--- src/rtl/srs_pkg.sv ---
package srs_pkg;
    typedef enum logic [1:0] {
        ST_HOLD = 2'd0,
        ST_WAIT = 2'd1,
        ST_RUN  = 2'd2
    } seq_state_e;

    localparam int CTL_LOCK_BIT    = 0;
    localparam int CTL_CLR_POR_BIT = 1;
    localparam int CTL_CLR_BO_BIT  = 2;
endpackage

--- src/rtl/srs_sat_counter.sv ---
module srs_sat_counter #(
    parameter int MAX = 197,
    parameter int W   = $clog2(MAX + 1)
) (
    input  logic         clk,
    input  logic         por_n,
    input  logic         clr,
    input  logic         set_one,
    input  logic         inc,
    output logic [W-1:0] cnt
);
    localparam logic [W-1:0] TOP = W'(MAX);

    typedef struct packed {
        logic [W-1:0] cnt;
    } cnt_t;

    cnt_t cur_q, nxt_d;

    always_comb begin
        nxt_d = cur_q;
        if (clr) begin
            nxt_d.cnt = '0;
        end else if (set_one) begin
            nxt_d.cnt = W'(1);
        end else if (inc && (cur_q.cnt < TOP)) begin
            nxt_d.cnt = cur_q.cnt + W'(1);
        end
    end

    always_ff @(posedge clk or negedge por_n) begin
        if (!por_n) cur_q <= '0;
        else        cur_q <= nxt_d;
    end

    assign cnt = cur_q.cnt;
endmodule

--- src/rtl/srs_cfg_regs.sv ---
module srs_cfg_regs
    import srs_pkg::*;
#(
    parameter int              CODE_W       = 6,
    parameter logic [CODE_W-1:0] DEFAULT_CODE = CODE_W'(20)
) (
    input  logic              clk,
    input  logic              por_n,
    input  logic              thr_we,
    input  logic              ctl_we,
    input  logic [CODE_W-1:0] wdata,
    input  logic              bo_event,
    output logic [CODE_W-1:0] thr_code,
    output logic              locked,
    output logic              cause_por,
    output logic              cause_bo
);
    typedef struct packed {
        logic [CODE_W-1:0] code;
        logic              locked;
        logic              por;
        logic              bo;
    } cfg_t;

    localparam cfg_t CFG_RST = '{code: DEFAULT_CODE, locked: 1'b0, por: 1'b1, bo: 1'b0};

    cfg_t cur_q, nxt_d;

    always_comb begin
        nxt_d = cur_q;
        if (thr_we && !cur_q.locked) begin
            nxt_d.code = wdata;
        end
        if (ctl_we) begin
            if (wdata[CTL_LOCK_BIT])    nxt_d.locked = 1'b1;
            if (wdata[CTL_CLR_POR_BIT]) nxt_d.por    = 1'b0;
            if (wdata[CTL_CLR_BO_BIT])  nxt_d.bo     = 1'b0;
        end
        if (bo_event) begin
            nxt_d.bo = 1'b1;
        end
    end

    always_ff @(posedge clk or negedge por_n) begin
        if (!por_n) cur_q <= CFG_RST;
        else        cur_q <= nxt_d;
    end

    assign thr_code  = cur_q.code;
    assign locked    = cur_q.locked;
    assign cause_por = cur_q.por;
    assign cause_bo  = cur_q.bo;
endmodule

--- src/rtl/supply_reset_seq.sv ---
module supply_reset_seq
    import srs_pkg::*;
#(
    parameter int                CODE_W       = 6,
    parameter logic [CODE_W-1:0] DEFAULT_CODE = CODE_W'(20),
    parameter int                VALID_CYC    = 197,
    parameter int                MIN_CYC      = 393,
    parameter int                LEAD_CYC     = 66
) (
    input  logic              clk,
    input  logic              por_n,
    input  logic              supply_ok,
    input  logic              thr_we,
    input  logic              ctl_we,
    input  logic [CODE_W-1:0] cfg_wdata,
    output logic              rst_hi,
    output logic              rst_lo_n,
    output logic              clk_ready,
    output logic [CODE_W-1:0] thr_code,
    output logic              thr_locked,
    output logic              cause_por,
    output logic              cause_bo
);
    localparam int VCNT_W = $clog2(VALID_CYC + 1);
    localparam int BCNT_W = $clog2(MIN_CYC + 1);
    localparam logic [VCNT_W-1:0] REL_MARK  = VCNT_W'(VALID_CYC - 1);
    localparam logic [VCNT_W-1:0] LEAD_MARK = VCNT_W'(VALID_CYC - LEAD_CYC - 1);
    localparam logic [BCNT_W-1:0] MIN_MARK  = BCNT_W'(MIN_CYC);

    typedef struct packed {
        seq_state_e state;
        logic       cold;
        logic       rst;
        logic       clk_rdy;
    } seq_t;

    localparam seq_t SEQ_RST = '{state: ST_HOLD, cold: 1'b1, rst: 1'b1, clk_rdy: 1'b0};

    seq_t cur_q, nxt_d;

    logic              valid_clr, valid_inc;
    logic              bo_set, bo_inc, bo_event;
    logic [VCNT_W-1:0] valid_cnt;
    logic [BCNT_W-1:0] bo_cnt;

    always_comb begin
        nxt_d     = cur_q;
        valid_clr = 1'b0;
        valid_inc = 1'b0;
        bo_set    = 1'b0;
        bo_inc    = 1'b0;
        bo_event  = 1'b0;
        case (cur_q.state)
            ST_RUN: begin
                valid_clr = 1'b1;
                if (!supply_ok) begin
                    bo_event      = 1'b1;
                    bo_set        = 1'b1;
                    nxt_d.state   = ST_HOLD;
                    nxt_d.cold    = 1'b0;
                    nxt_d.rst     = 1'b1;
                    nxt_d.clk_rdy = 1'b0;
                end
            end
            default: begin
                bo_inc = !cur_q.cold;
                if (!supply_ok) begin
                    valid_clr     = 1'b1;
                    nxt_d.state   = ST_HOLD;
                    nxt_d.clk_rdy = 1'b0;
                end else begin
                    valid_inc     = 1'b1;
                    nxt_d.state   = ST_WAIT;
                    nxt_d.clk_rdy = (valid_cnt >= LEAD_MARK);
                    if ((valid_cnt >= REL_MARK) && (cur_q.cold || (bo_cnt >= MIN_MARK))) begin
                        nxt_d.state   = ST_RUN;
                        nxt_d.rst     = 1'b0;
                        nxt_d.clk_rdy = 1'b1;
                    end
                end
            end
        endcase
    end

    always_ff @(posedge clk or negedge por_n) begin
        if (!por_n) cur_q <= SEQ_RST;
        else        cur_q <= nxt_d;
    end

    srs_sat_counter #(.MAX(VALID_CYC), .W(VCNT_W)) u_valid_cnt (
        .clk     (clk),
        .por_n   (por_n),
        .clr     (valid_clr),
        .set_one (1'b0),
        .inc     (valid_inc),
        .cnt     (valid_cnt)
    );

    srs_sat_counter #(.MAX(MIN_CYC), .W(BCNT_W)) u_bo_cnt (
        .clk     (clk),
        .por_n   (por_n),
        .clr     (1'b0),
        .set_one (bo_set),
        .inc     (bo_inc),
        .cnt     (bo_cnt)
    );

    srs_cfg_regs #(.CODE_W(CODE_W), .DEFAULT_CODE(DEFAULT_CODE)) u_cfg (
        .clk       (clk),
        .por_n     (por_n),
        .thr_we    (thr_we),
        .ctl_we    (ctl_we),
        .wdata     (cfg_wdata),
        .bo_event  (bo_event),
        .thr_code  (thr_code),
        .locked    (thr_locked),
        .cause_por (cause_por),
        .cause_bo  (cause_bo)
    );

    assign rst_hi    = cur_q.rst;
    assign rst_lo_n  = ~cur_q.rst;
    assign clk_ready = cur_q.clk_rdy;
endmodule

--- config.mk ---
export PLATFORM = sky130hd
export DESIGN_NAME = supply_reset_seq
export DESIGN_NICKNAME = d
export VERILOG_FILES = /design/src/rtl/srs_pkg.sv /design/src/rtl/srs_sat_counter.sv /design/src/rtl/srs_cfg_regs.sv /design/src/rtl/supply_reset_seq.sv
export SDC_FILE = /design/constraint.sdc
export NUM_CORES = 1
export LEC_CHECK = 0
export BUFFER_PORTS_ARGS = -buffer_cell sky130_fd_sc_hd__buf_4
export CAP_MARGIN = 40
export CORE_MARGIN = 2
export CORE_UTILIZATION = 60
export DETAILED_ROUTE_END_ITERATION = 10
export GPL_ROUTABILITY_DRIVEN = 0
export PLACE_DENSITY = 0.95
export SLEW_MARGIN = 10
export SYNTH_ARGS = -nofsm -noshare
export SYNTH_HDL_FRONTEND = slang
export SYNTH_SLANG_ARGS = --single-unit
--- constraint.sdc ---
create_clock -name clk -period 2.98 [get_ports clk]
set_input_delay 0.447 -clock clk [delete_from_list [all_inputs] [get_ports clk]]
set_output_delay 0.447 -clock clk [all_outputs]
set_load 0.02 [all_outputs]
Yosys cells after proc, flatten, opt, wreduce, memory -nomap -nowiden --
Index checks and enable logic that the tools add are counted.
Word-level totals: output and inout bits 12, register bits after elaboration 31, word-level logic and storage cells 60, input port bits 11
Operators by class: bitwise logic cells 2, magnitude comparators 5, eq/ne operators 2, add/sub/neg operators 2, mux-type cells 21, reductions and logical operators 18
Operators with widths (number):
- $mux W9 | 2
- $ge A8 B8 Y1 const B | 2
- $mux W8 | 2
- $reduce_bool A2 Y1 | 6
- $mux W1 | 11
- $mux W2 | 5
- $add A9 B1 Y9 const B | 1
- $ge A9 B9 Y1 const B | 1
- $lt A9 B9 Y1 const B | 1
- $add A8 B1 Y8 const B | 1
- $lt A8 B8 Y1 const B | 1
- $reduce_and A2 Y1 | 4
- $mux W5 | 1
- $logic_and A1 B1 Y1 | 4
- $reduce_and A3 Y1 | 1
- $eq A2 B2 Y1 const B | 1
- $logic_not A1 Y1 | 2
- $ne A2 B2 Y1 const B | 1
- $not A1 Y1 | 2
- $logic_or A1 B1 Y1 | 1

Logic depth before layout (Yosys ltp) --
Gate-level depths: netlist of run 1.
depth in word-level cells 6, depth in mapped cells 6, gate-level depth less buffers 6

Hierarchy --
From an unflattened synthesis of run 1, not the netlist that was laid out.
Second synthesis, totals: cell total of the unflattened synthesis 151, area total of the unflattened synthesis 1639.1 um2
By module, submodules not included:
- srs_sat_counter at u_valid_cnt | times used 1, area each 504.2 um2, sequential area each 200.2 um2, cells each 52
- srs_sat_counter at u_bo_cnt | times used 1, area each 494.2 um2, sequential area each 225.2 um2, cells each 48
- srs_cfg_regs | times used 1, area each 362.8 um2, sequential area each 229.0 um2, cells each 21
- supply_reset_seq | times used 1, area each 277.8 um2, sequential area each 127.6 um2, cells each 30

Least setup slack after synthesis of run 1 --
No wires, ideal clock.
path kind reg-to-reg, from register u_bo_cnt.cur_q, in the netlist u_bo_cnt.cnt[0], to register cur_q[4] (netlist name), period minus slack after synthesis 1.484 ns, path buffers 0, arrival 1.365 ns, setup slack 1.496 ns, cell stages (with the launch flop) 6, data required time 2.861 ns, setup time 0.119 ns, cells stage by stage dfrtp_1 ha_1 o41ai_1 a21o_1 a211oi_1 o21a_1
On the way: word-level cells in the longest chain between the ends 6
RTL lines:
- start: declaration | RTL line srs_sat_counter.sv:18 | cnt_t cur_q, nxt_d;
- start signal: assignment | RTL line srs_sat_counter.sv:33 | else cur_q <= nxt_d;
- $ge A9 B9 Y1 | RTL line supply_reset_seq.sv:75 | if ((valid_cnt >= REL_MARK) && (cur_q.cold || (bo_cnt >= MIN_MARK))) begin
- $logic_or A1 B1 Y1 | RTL line supply_reset_seq.sv:75
- $logic_and A1 B1 Y1 | RTL line supply_reset_seq.sv:75
- $mux W2 | RTL line supply_reset_seq.sv:75
- $mux W2 | RTL line supply_reset_seq.sv:67 | if (!supply_ok) begin
- $mux W2 | RTL line supply_reset_seq.sv:53 | case (cur_q.state)
- end signal: assignment | RTL line supply_reset_seq.sv:87 | else cur_q <= nxt_d;
- end: declaration | RTL line supply_reset_seq.sv:39 | seq_t cur_q, nxt_d;
No other way between the ends. A chain may end at the register's enable or synchronous reset.

Final worst setup path of run 1 --
from register cur_q[3] (netlist name), to register u_valid_cnt.cur_q, in the netlist u_valid_cnt.cnt[5]
On the way: word-level cells in the longest chain between the ends 4, elaborated cells between the ends (all ways) 6, classes of those cells eq/ne: 1; mux: 3; reduce/logical: 2
RTL lines:
- $eq A2 B2 Y1 (*) | RTL line supply_reset_seq.sv:53
- $mux W1 | RTL line supply_reset_seq.sv:53
- $logic_and A1 B1 Y1 | RTL line srs_sat_counter.sv:26 | end else if (inc && (cur_q.cnt < TOP)) begin
- $reduce_bool A2 Y1 (no line)
- end signal: assignment | RTL line srs_sat_counter.sv:33
- end: declaration | RTL line srs_sat_counter.sv:18
Every way passes the cells marked *; elsewhere a longest branch is shown, timed or not.

==> results.yml, run 1 <==
cts:
  cts_tree: "built"
  cts_resized: 0
  postCtsSetupBuffers: 0
  cts_root_buffer: "clkbuf_4"
  holdBufCountCts: 0
  cts_max_level: 2
  clockBufferDepth: 2
  insertion_delay_ps: 330
  cts_sinks: 31
  clk_pin_slew_worst_paths_ps: 100
  numCtsBuffers: 5
layout:
  fillers: 180
  drive_gt1_share_pct: 24.7
  fin_area_um2: 1880
  syn_to_final_growth_pct: 14.5
  nets: 213
  antenna_cells: 0
logic_synthesis:
  yosysWarningCount: 0
  synth_fp_nets: 187
  synth_top_flop_cell: "dfrtp_1"
  synth_area_leaders: "dfrtp_1, nand2_1, dfstp_2, ha_1, a21oi_1"
  syn_inst: 171
  ys_types: 46
  synth_top_area_cell: "dfrtp_1"
  yosysSeqAreaShare_pct: 47.6
  synth.most_common_cell: "nand2_1"
  yosysTopAreaCellShare_pct: 39.6
  synth-seq-cells: 31
  synth-edff-count: 0
  ys_top_cells_by_count: "nand2_1, dfrtp_1, a21oi_1"
  async_flop_share_pct: 100
  avgSynthCellArea_um2: 9.60
  synthesis.area_um2: 1640
die:
  start_util_pct: 64.5
  dieArea_um2: 3170
  ios: 23
  rows: 18
  core_area_um2: 2540
  dieHeight_um: 56.3
  die-width_um: 56.3
worst_setup_path:
  cp_slowest_cell: "a2111oi_2"
  cp_top_family: "simple AND/OR/NAND/NOR gates"
  cp_cell_sequence: "nor2b_2 > nor3_4 > a2111oi_2 > mux2i_1"
  cp_max_fo: 9
  path_class: "reg2reg"
  worstPathArrival_ps: 1870
  critical_path_buf_inv_count: 0
  max_stage_delay_ps: 440
  start_kind: "flop"
  end_kind: "flop"
  required_ps: 3230
routing:
  wl_um: 3440
  vias_per_cell: 6.03
  wire_per_inst_um: 15.1
  drt_iter0_drc: 46
  num_vias: 1374
  drcViolationCount: 0
  drtPass1Iterations: 4
  postRouteAntennaNets: 0
timing:
  clock.fmax_ghz: 0.616
  rsz0062_at_grt: "no"
  fin_crit_ps: 1620
  setup_tns_ps: 0
  fin_crit_sh_pct: 54.5
  fin_skew_ps: 14.5
  finalHoldViolations: 0
  drv_slew: 0
  relSlewSlack_pct: 69.4
  worstMarginPinSlew_ps: 458
  hold_slack_ps: 18.0
  finalSetupViolCount: 0
global_route:
  grt_pass1_wl_um: 6010
  grt_pass1_vias: 1394
  globalRouteOverflowTotal: 0
  grt_start_max_net_pins: 32
  antenna_found_initial: 0
  grt_usage_pct: 24.7
power:
  p_leak_nw: 0.882
  pwr-share-clk_pct: 28.6
  pwr-share-seq_pct: 57.0
  switching_power_mw: 0.228
  internal_power_mw: 0.587
  swShare_pct: 27.9
  p_per_area_nw_per_um2: 434
  ir_worst_vdd_mv: 0.412
  comb_power_share_pct: 14.4
job:
  max-cap-violations: 0
min_path:
  worst_hold_path_type: "in2async"
placed_design:
  hpwl_um: 2590
  io_buffers: 22
  placed_cell_area_um2: 1830
status:
  status: "finished clean"
[state kept, by name (all words and copies together) (netlist names)]
register	count
u_cfg.cause_por	1
u_cfg.locked	1
u_cfg.thr_code	6
cur_q	3
clk_ready	1
u_bo_cnt.cnt	9
u_cfg.cause_bo	1
rst_hi	1
u_valid_cnt.cnt	8
[cells in the final DEF, fill, tap and decap left out, drive strengths merged, types with 3 or more instances in the layout]
master and n:
a21oi 10, nand3 7, nand2 39, o21ai 8, clkbuf 6, inv 8
dfrtp 26, o41ai 3, nor2 8, dfstp 5, buf 23, ha 5
mux2i 5, nand4b 3, or3 3, a21o 4, nor3 6
[metrics by stage]
stage | power (mW) | instances | util (%) | setup WS [ps]
finish | 0.815 | 228 | 73.8 | 1360
global route | 0.851 | 228 | 73.8 | 1230
CTS | 0.824 | 228 | 73.8 | 1340
detailed placement | 0.591 | 220 | 71.7 | 1370
global placement | 0.584 | 220 | 71.7 | 1410
floorplan | 0.528 | 171 | - | 1500
[area by class of cell]
cell class                      instances  area (um^2)  share of cell area (%)
Clock buffer                            6         41.3                    2.20
Clock inverter                          2         12.5                   0.666
Tap cell                               30         37.5                    2.00
Timing Repair Buffer                   23          173                    9.19
Multi-Input combinational cell        128          803                    42.7
Sequential cell                        31          782                    41.6
Inverter                                8         30.0                    1.60
[power groups by stage]
stage	combinational [mW]	sequential [mW]	clock [mW]
2_1_floorplan	0.0335	0.495	0
6_report	0.117	0.465	0.233
3_3_place_gp	0.113	0.471	0
4_1_cts	0.119	0.465	0.241
5_1_grt	0.128	0.468	0.254
3_5_place_dp	0.118	0.473	0
[cell families (layout without fill, tap and decap cells)]
logic type,count (synthesis),count (layout),share of synthesized area (%)
simple gates,78,78,24.3
buf+inv,12,39,3.43
compound gates,38,38,16.3
mux,6,6,3.96
flops,31,31,47.6
xor+xnor,1,1,0.534
fa+ha+maj,5,5,3.81
[path summary, 6_finish.rpt]
check                                        from                  to  slack, ps  depth (start not counted)
min in group clk                     cfg_wdata[1]     u_cfg.cause_por        270                          2
worst min register to register  u_cfg.thr_code[4]   u_cfg.thr_code[4]        460                          2
max in group asynchronous                   por_n              rst_hi       2620                          1
worst max-delay path                     cur_q[3]  u_valid_cnt.cnt[5]       1360                          4
worst min-delay path                        por_n   u_cfg.thr_code[3]         20                          1
worst max register to register           cur_q[3]  u_valid_cnt.cnt[5]       1360                          4
[metal layers]
metal / share of wire [%] / global-route usage, % / wire length (um)
met1: 40 / 27.9 / 1360
met2: 53 / 40.8 / 1830
met3: 3.6 / 7.14 / 125
met4: 3.7 / 15.6 / 129
met5: 0 / 0 / 0
(Power assumes the default switching activity.)
==> run 2: changes to the inputs <==
--- a/config.mk
+++ b/config.mk
@@ -8,10 +8,10 @@
 export BUFFER_PORTS_ARGS = -buffer_cell sky130_fd_sc_hd__buf_4
 export CAP_MARGIN = 40
 export CORE_MARGIN = 2
-export CORE_UTILIZATION = 60
+export CORE_UTILIZATION = 56
 export DETAILED_ROUTE_END_ITERATION = 10
 export GPL_ROUTABILITY_DRIVEN = 0
-export PLACE_DENSITY = 0.95
+export PLACE_DENSITY = 0.9
 export SLEW_MARGIN = 10
 export SYNTH_ARGS = -nofsm -noshare
 export SYNTH_HDL_FRONTEND = slang
==> constraint.sdc (replaced) <==
create_clock -name clk -period 1.67 [get_ports clk]
set_input_delay 0.2505 -clock clk [delete_from_list [all_inputs] [get_ports clk]]
set_output_delay 0.2505 -clock clk [all_outputs]
set_load 0.02 [all_outputs]
==> run 2 against run 1 <==
Register-to-register slack worse by 1300 ps. Combinational power grew 83%. Design area up 3.1%. Via count shrank 0.22%. Final cell count grew 2.2%. Core utilization is 4.2 points lower. First-iteration DRC count is 48% higher. Hold slack improved by 75 ps. Sequential cell count unchanged. Clock skew decreased by 8.2 ps. Die area is 6.6% higher. Wire length up 2.6%. Critical path type unchanged. Critical endpoint unchanged.
==> results.yml, run 2 (synthesis gave the netlist of run 1 again) <==
worst_setup_path:
  cp_top_family: "flip-flops"
  cp_max_fo: 7
  cp_cell_sequence: "inv_1 > ha_1 > o21ai_4 > a2111oi_4 > mux2i_1"
  worstPathArrival_ps: 1820
  critical_path_buf_inv_count: 1
  r2r_end: "u_valid_cnt.cnt[5]"
  rr_worst_depth: 5
  path_class: "reg2reg"
  max_stage_delay_ps: 460
  reg2reg_from: "u_valid_cnt.cnt[1]"
  end_kind: "flop"
  r2r_slack_ps: 90
  required_ps: 1910
  cp_slowest_cell: "dfrtp_2"
  start_kind: "flop"
timing:
  relSlewSlack_pct: 70.3
  worstMarginPinSlew_ps: 444
  rsz0062_at_grt: "no"
  hold_slack_ps: 93.4
  drv_slew: 0
  setup_tns_ps: 0
  fin_skew_ps: 6.30
  fin_crit_ps: 1580
  finalSetupViolCount: 0
  finalHoldViolations: 0
  clock.fmax_ghz: 0.634
  fin_crit_sh_pct: 94.5
cts:
  cts_root_buffer: "clkbuf_4"
  cts_tree: "built"
  clk_pin_slew_worst_paths_ps: 90
  insertion_delay_ps: 330
  cts_max_level: 2
  clockBufferDepth: 2
  numCtsBuffers: 5
  postCtsSetupBuffers: 0
  cts_sinks: 31
layout:
  nets: 217
  antenna_cells: 0
  final_cell_mix: "nand2_1, buf_4, dfrtp_1, a21oi_1, nor2_1"
  fin_area_um2: 1940
  utilization_pct: 69.6
  largest_reg_flops: 9
  fillers: 206
  drive_gt1_share_pct: 26.2
  layout_commonest_cell: "nand2_1"
  syn_to_final_growth_pct: 18.0
die:
  start_util_pct: 59.0
  dieHeight_um: 58.1
  ios: 23
  dieArea_um2: 3380
  core_area_um2: 2780
  rows: 19
  die-width_um: 58.1
power:
  ir_worst_vdd_mv: 0.608
  p_per_area_nw_per_um2: 752
  p_leak_nw: 0.906
routing:
  wl_um: 3530
  drtPass1Iterations: 4
  postRouteAntennaNets: 0
  drcViolationCount: 0
  drt_iter0_drc: 68
  num_vias: 1371
  wire_per_inst_um: 15.2
  vias_per_cell: 5.88
global_route:
  grt_pass1_wl_um: 5950
  grt_start_max_net_pins: 32
  antenna_found_initial: 0
  grt_usage_pct: 23.7
  grt_pass1_vias: 1368
  globalRouteOverflowTotal: 0
min_path:
  worst_hold_path_type: "in2reg"
  hp-start: "cfg_wdata[1]"
  min_path_cells: 2
  whs_endpoint: "u_cfg.cause_por"
placed_design:
  io_buffers: 22
  placed_cell_area_um2: 1850
  hpwl_um: 2510
status:
  status: "finished clean"
job:
  max-cap-violations: 0
==> run 2: routing by layer <==
| layer | track usage [%] | wire length [um] | vias to the layer above |
|---|---|---|---|
| met4 | 11.3 | 75 | 0 |
| met1 | 27.2 | 1530 | 664 |
| met5 | 0 | 0 | - |
| li1 | - | - | 664 |
| met3 | 6.70 | 123 | 11 |
| met2 | 40.6 | 1810 | 32 |
==> run 2: per-stage QoR <==
stage	setup slack [ps]	total power, mW	instances
after floorplan	186	0.943	171
after global placement	168	1.04	224
after detailed placement	104	1.05	224
after CTS	50.4	1.47	233
after global routing	28.9	1.53	233
final	91.5	1.46	233
==> run 2: layout make-up <==
type,instances,area [um^2],share of cell area [%]
tap,31,38.8,2.00
clock inverter,1,5.00,0.258
sequential,31,783,40.4
inverter,8,30.0,1.55
multi-input combinational,128,830,42.8
timing repair buffer,27,205,10.6
clock buffer,7,45.0,2.33
==> run 2: worst max path at each step <==
| stage | start | end | cells after the start |
|---|---|---|---|
| after global routing | u_valid_cnt.cnt[1] | u_valid_cnt.cnt[5] | 5 |
| after global placement | u_valid_cnt.cnt[0] | u_valid_cnt.cnt[2] | 5 |
| final | u_valid_cnt.cnt[1] | u_valid_cnt.cnt[5] | 5 |
| after CTS | u_valid_cnt.cnt[0] | u_valid_cnt.cnt[5] | 5 |
| after floorplan | u_bo_cnt.cnt[0] | cur_q[4] | 5 |
| after detailed placement | u_valid_cnt.cnt[1] | u_valid_cnt.cnt[2] | 5 |
==> run 2: worst register-to-register path, delay by kind of cell, from the launching register on <==
family / cells / cell delay, ps
flip-flops: 1 / 460
AO/OA/AOI/OAI: 2 / 430
multiplexers: 1 / 260
buffers and inverters: 1 / 140
adder cells (fa/ha/maj): 1 / 220
==> run 2: repair_timing <==
action | in CTS | in global routing
endpoints found under the setup margin | 0 | 2
hold buffers | 1 | 0
hold endpoints to repair | 26 | 0
gates resized for setup | 0 | 5
==> run 2: power breakdown <==
group	leakage (nW)	internal, mW	switching (mW)
clock	0.0293	0.164	0.250
sequential	0.377	0.800	0.0295
combinational	0.499	0.0893	0.125
total	0.906	1.05	0.404
==> run 3: changes to the inputs <==
--- a/config.mk
+++ b/config.mk
@@ -8,10 +8,11 @@
 export BUFFER_PORTS_ARGS = -buffer_cell sky130_fd_sc_hd__buf_4
 export CAP_MARGIN = 40
 export CORE_MARGIN = 2
-export CORE_UTILIZATION = 56
+export CORE_UTILIZATION = 38
 export DETAILED_ROUTE_END_ITERATION = 10
 export GPL_ROUTABILITY_DRIVEN = 0
-export PLACE_DENSITY = 0.9
+export GPL_TIMING_DRIVEN = 0
+export PLACE_DENSITY = 0.69
 export SLEW_MARGIN = 10
 export SYNTH_ARGS = -nofsm -noshare
 export SYNTH_HDL_FRONTEND = slang
==> run 3 against run 2 <==
Global-route usage is 9.3 points lower. Sequential power hardly changed. Power is 21% higher. Hold slack better by 38 ps. Core utilization is 21 points lower. Wire length is 9.4% lower. Largest power group unchanged. Highest routed layer unchanged.
==> results.yml, run 3 (synthesis gave the netlist of run 1 again) <==
layout:
  largest_reg_flops: 9
  multi_input_area_um2: 816
  nets: 217
  syn_to_final_growth_pct: 22.3
  seq_area_um2: 785
  antenna_cells: 0
  drive_gt1_share_pct: 28.2
  layout_commonest_cell: "nand2_1"
  final_cell_mix: "nand2_1, dfrtp_1, buf_4, a21oi_1, nor2_1"
  fillers: 405
  utilization_pct: 49.1
worst_setup_path:
  cp_slowest_cell: "dfrtp_1"
  reg2reg_from: "u_valid_cnt.cnt[0]"
  end_kind: "flop"
  path_class: "reg2reg"
  worstPathArrival_ps: 1750
  cp_max_fo: 7
  r2r_slack_ps: 90
  cp_cell_sequence: "inv_1 > ha_1 > o21ai_2 > a21boi_2 > mux2_4"
  required_ps: 1840
  rr_worst_depth: 5
  max_stage_delay_ps: 420
  r2r_end: "u_valid_cnt.cnt[2]"
  start_kind: "flop"
timing:
  finalSetupViolCount: 0
  rsz0062_at_grt: "no"
  worstMarginPinSlew_ps: 456
  fin_skew_ps: 6.18
  drv_slew: 0
  finalHoldViolations: 0
  setup_tns_ps: 0
  clock.fmax_ghz: 0.631
  relSlewSlack_pct: 69.3
  fin_crit_sh_pct: 94.9
  fin_crit_ps: 1580
cts:
  insertion_delay_ps: 280
  numCtsBuffers: 5
  cts_root_buffer: "clkbuf_8"
  cts_tree: "built"
  clockBufferDepth: 2
  clk_pin_slew_worst_paths_ps: 70
  cts_max_level: 2
  postCtsSetupBuffers: 0
  cts_sinks: 31
min_path:
  worst_hold_path_type: "in2reg"
  hp-start: "cfg_wdata[1]"
  whs_endpoint: "u_cfg.cause_por"
  min_path_cells: 2
job:
  max-cap-violations: 0
power:
  pwr-share-clk_pct: 41.4
  p_per_area_nw_per_um2: 879
  pwr-share-seq_pct: 46.9
  swShare_pct: 24.5
  p_leak_nw: 0.931
  ir_worst_vdd_mv: 0.578
  comb_power_share_pct: 11.7
  switching_power_mw: 0.433
  internal_power_mw: 1.33
global_route:
  grt_pass1_wl_um: 5600
  grt_pass1_vias: 1257
  globalRouteOverflowTotal: 0
  grt_start_max_net_pins: 32
  antenna_found_initial: 0
  grt_usage_pct: 14.4
die:
  core_area_um2: 4090
  die-width_um: 69.7
  dieArea_um2: 4860
  start_util_pct: 40.2
  ios: 23
  rows: 23
  dieHeight_um: 69.7
routing:
  wl_um: 3200
  wl_met1_um: 1600
  num_vias: 1334
  top_layer_used: "met4"
  drt_iter0_drc: 85
  wire_per_inst_um: 12.7
  drtPass1Iterations: 4
  met3_length_um: 176
  vias_per_cell: 5.29
  postRouteAntennaNets: 0
  drcViolationCount: 0
  wl_met2_um: 1380
placed_design:
  io_buffers: 22
  hpwl_um: 2300
status:
  status: "finished clean"
-- run 3: cell types whose count changed in the layout (fill, tap and decap cells not counted), sizes merged --
| cell | previous run | this run |
|---|---|---|
| bufinv | 0 | 1 |
| clkbuf | 7 | 5 |
| clkinv | 1 | 2 |
-- run 3: worst max-delay path by stage --
stage,start,to,slack [ps],cells after the start
floorplan,u_bo_cnt.cnt[0],cur_q[4],190,5
global placement,u_bo_cnt.cnt[0],cur_q[4],50,5
detailed placement,u_bo_cnt.cnt[1],cur_q[4],40,6
CTS,u_bo_cnt.cnt[1],cur_q[4],10,6
global route,u_valid_cnt.cnt[0],u_valid_cnt.cnt[5],0.1,5
finish,u_valid_cnt.cnt[0],u_valid_cnt.cnt[2],90,5
-- run 3: what timing repair did --
item,4_1_cts,5_1_grt
gates resized for setup,0,4
endpoints found under the setup margin,0,2
hold endpoints to repair,26,0
hold buffers,1,0
-- run 3: area by class of cell --
type / instances / share of cell area (%)
multi-input cells: 128 / 40.6
inverters: 8 / 1.50
well taps: 50 / 3.12
clock inverters: 3 / 2.18
clock buffers: 5 / 3.43
flip-flops and latches: 31 / 39.1
plain buffers: 4 / 1.31
repair buffers: 23 / 8.73
-- run 3: critical path: cells and delay by family (launching register included) --
| kind | cells | cell delay, ps |
|---|---|---|
| compound gates | 2 | 400 |
| fa+ha+maj | 1 | 230 |
| buf+inv | 1 | 120 |
| flops | 1 | 420 |
| mux | 1 | 300 |
-- run 3: per-layer routing --
metal  vias to the layer above  GRT usage [%]
li1                        667              -
met1                       629           19.4
met2                        34           21.8
met3                         4           4.51
met4                         0           5.13
met5                         -              0
-- run 3: metrics by stage --
stage / cell area (um^2) / power [mW] / setup slack (ps) / std cells / hold WS [ps]
finish: 2010 / 1.76 / 85.7 / 252 / 131
global route: 2010 / 1.86 / 0.104 / 252 / 124
CTS: 1990 / 1.80 / 13.9 / 252 / 117
detailed placement: 1870 / 1.05 / 44.4 / 243 / 215
global placement: 1870 / 1.05 / 45.1 / 243 / 212
floorplan: 1640 / 0.943 / 186 / 171 / -45.1
-- run 3: power groups by stage --
stage | clock network (mW) | registers, mW | logic (mW)
finish | 0.730 | 0.828 | 0.207
global placement | 0 | 0.842 | 0.206
floorplan | 0 | 0.883 | 0.0597
detailed placement | 0 | 0.842 | 0.209
global route | 0.796 | 0.834 | 0.229
CTS | 0.762 | 0.828 | 0.211
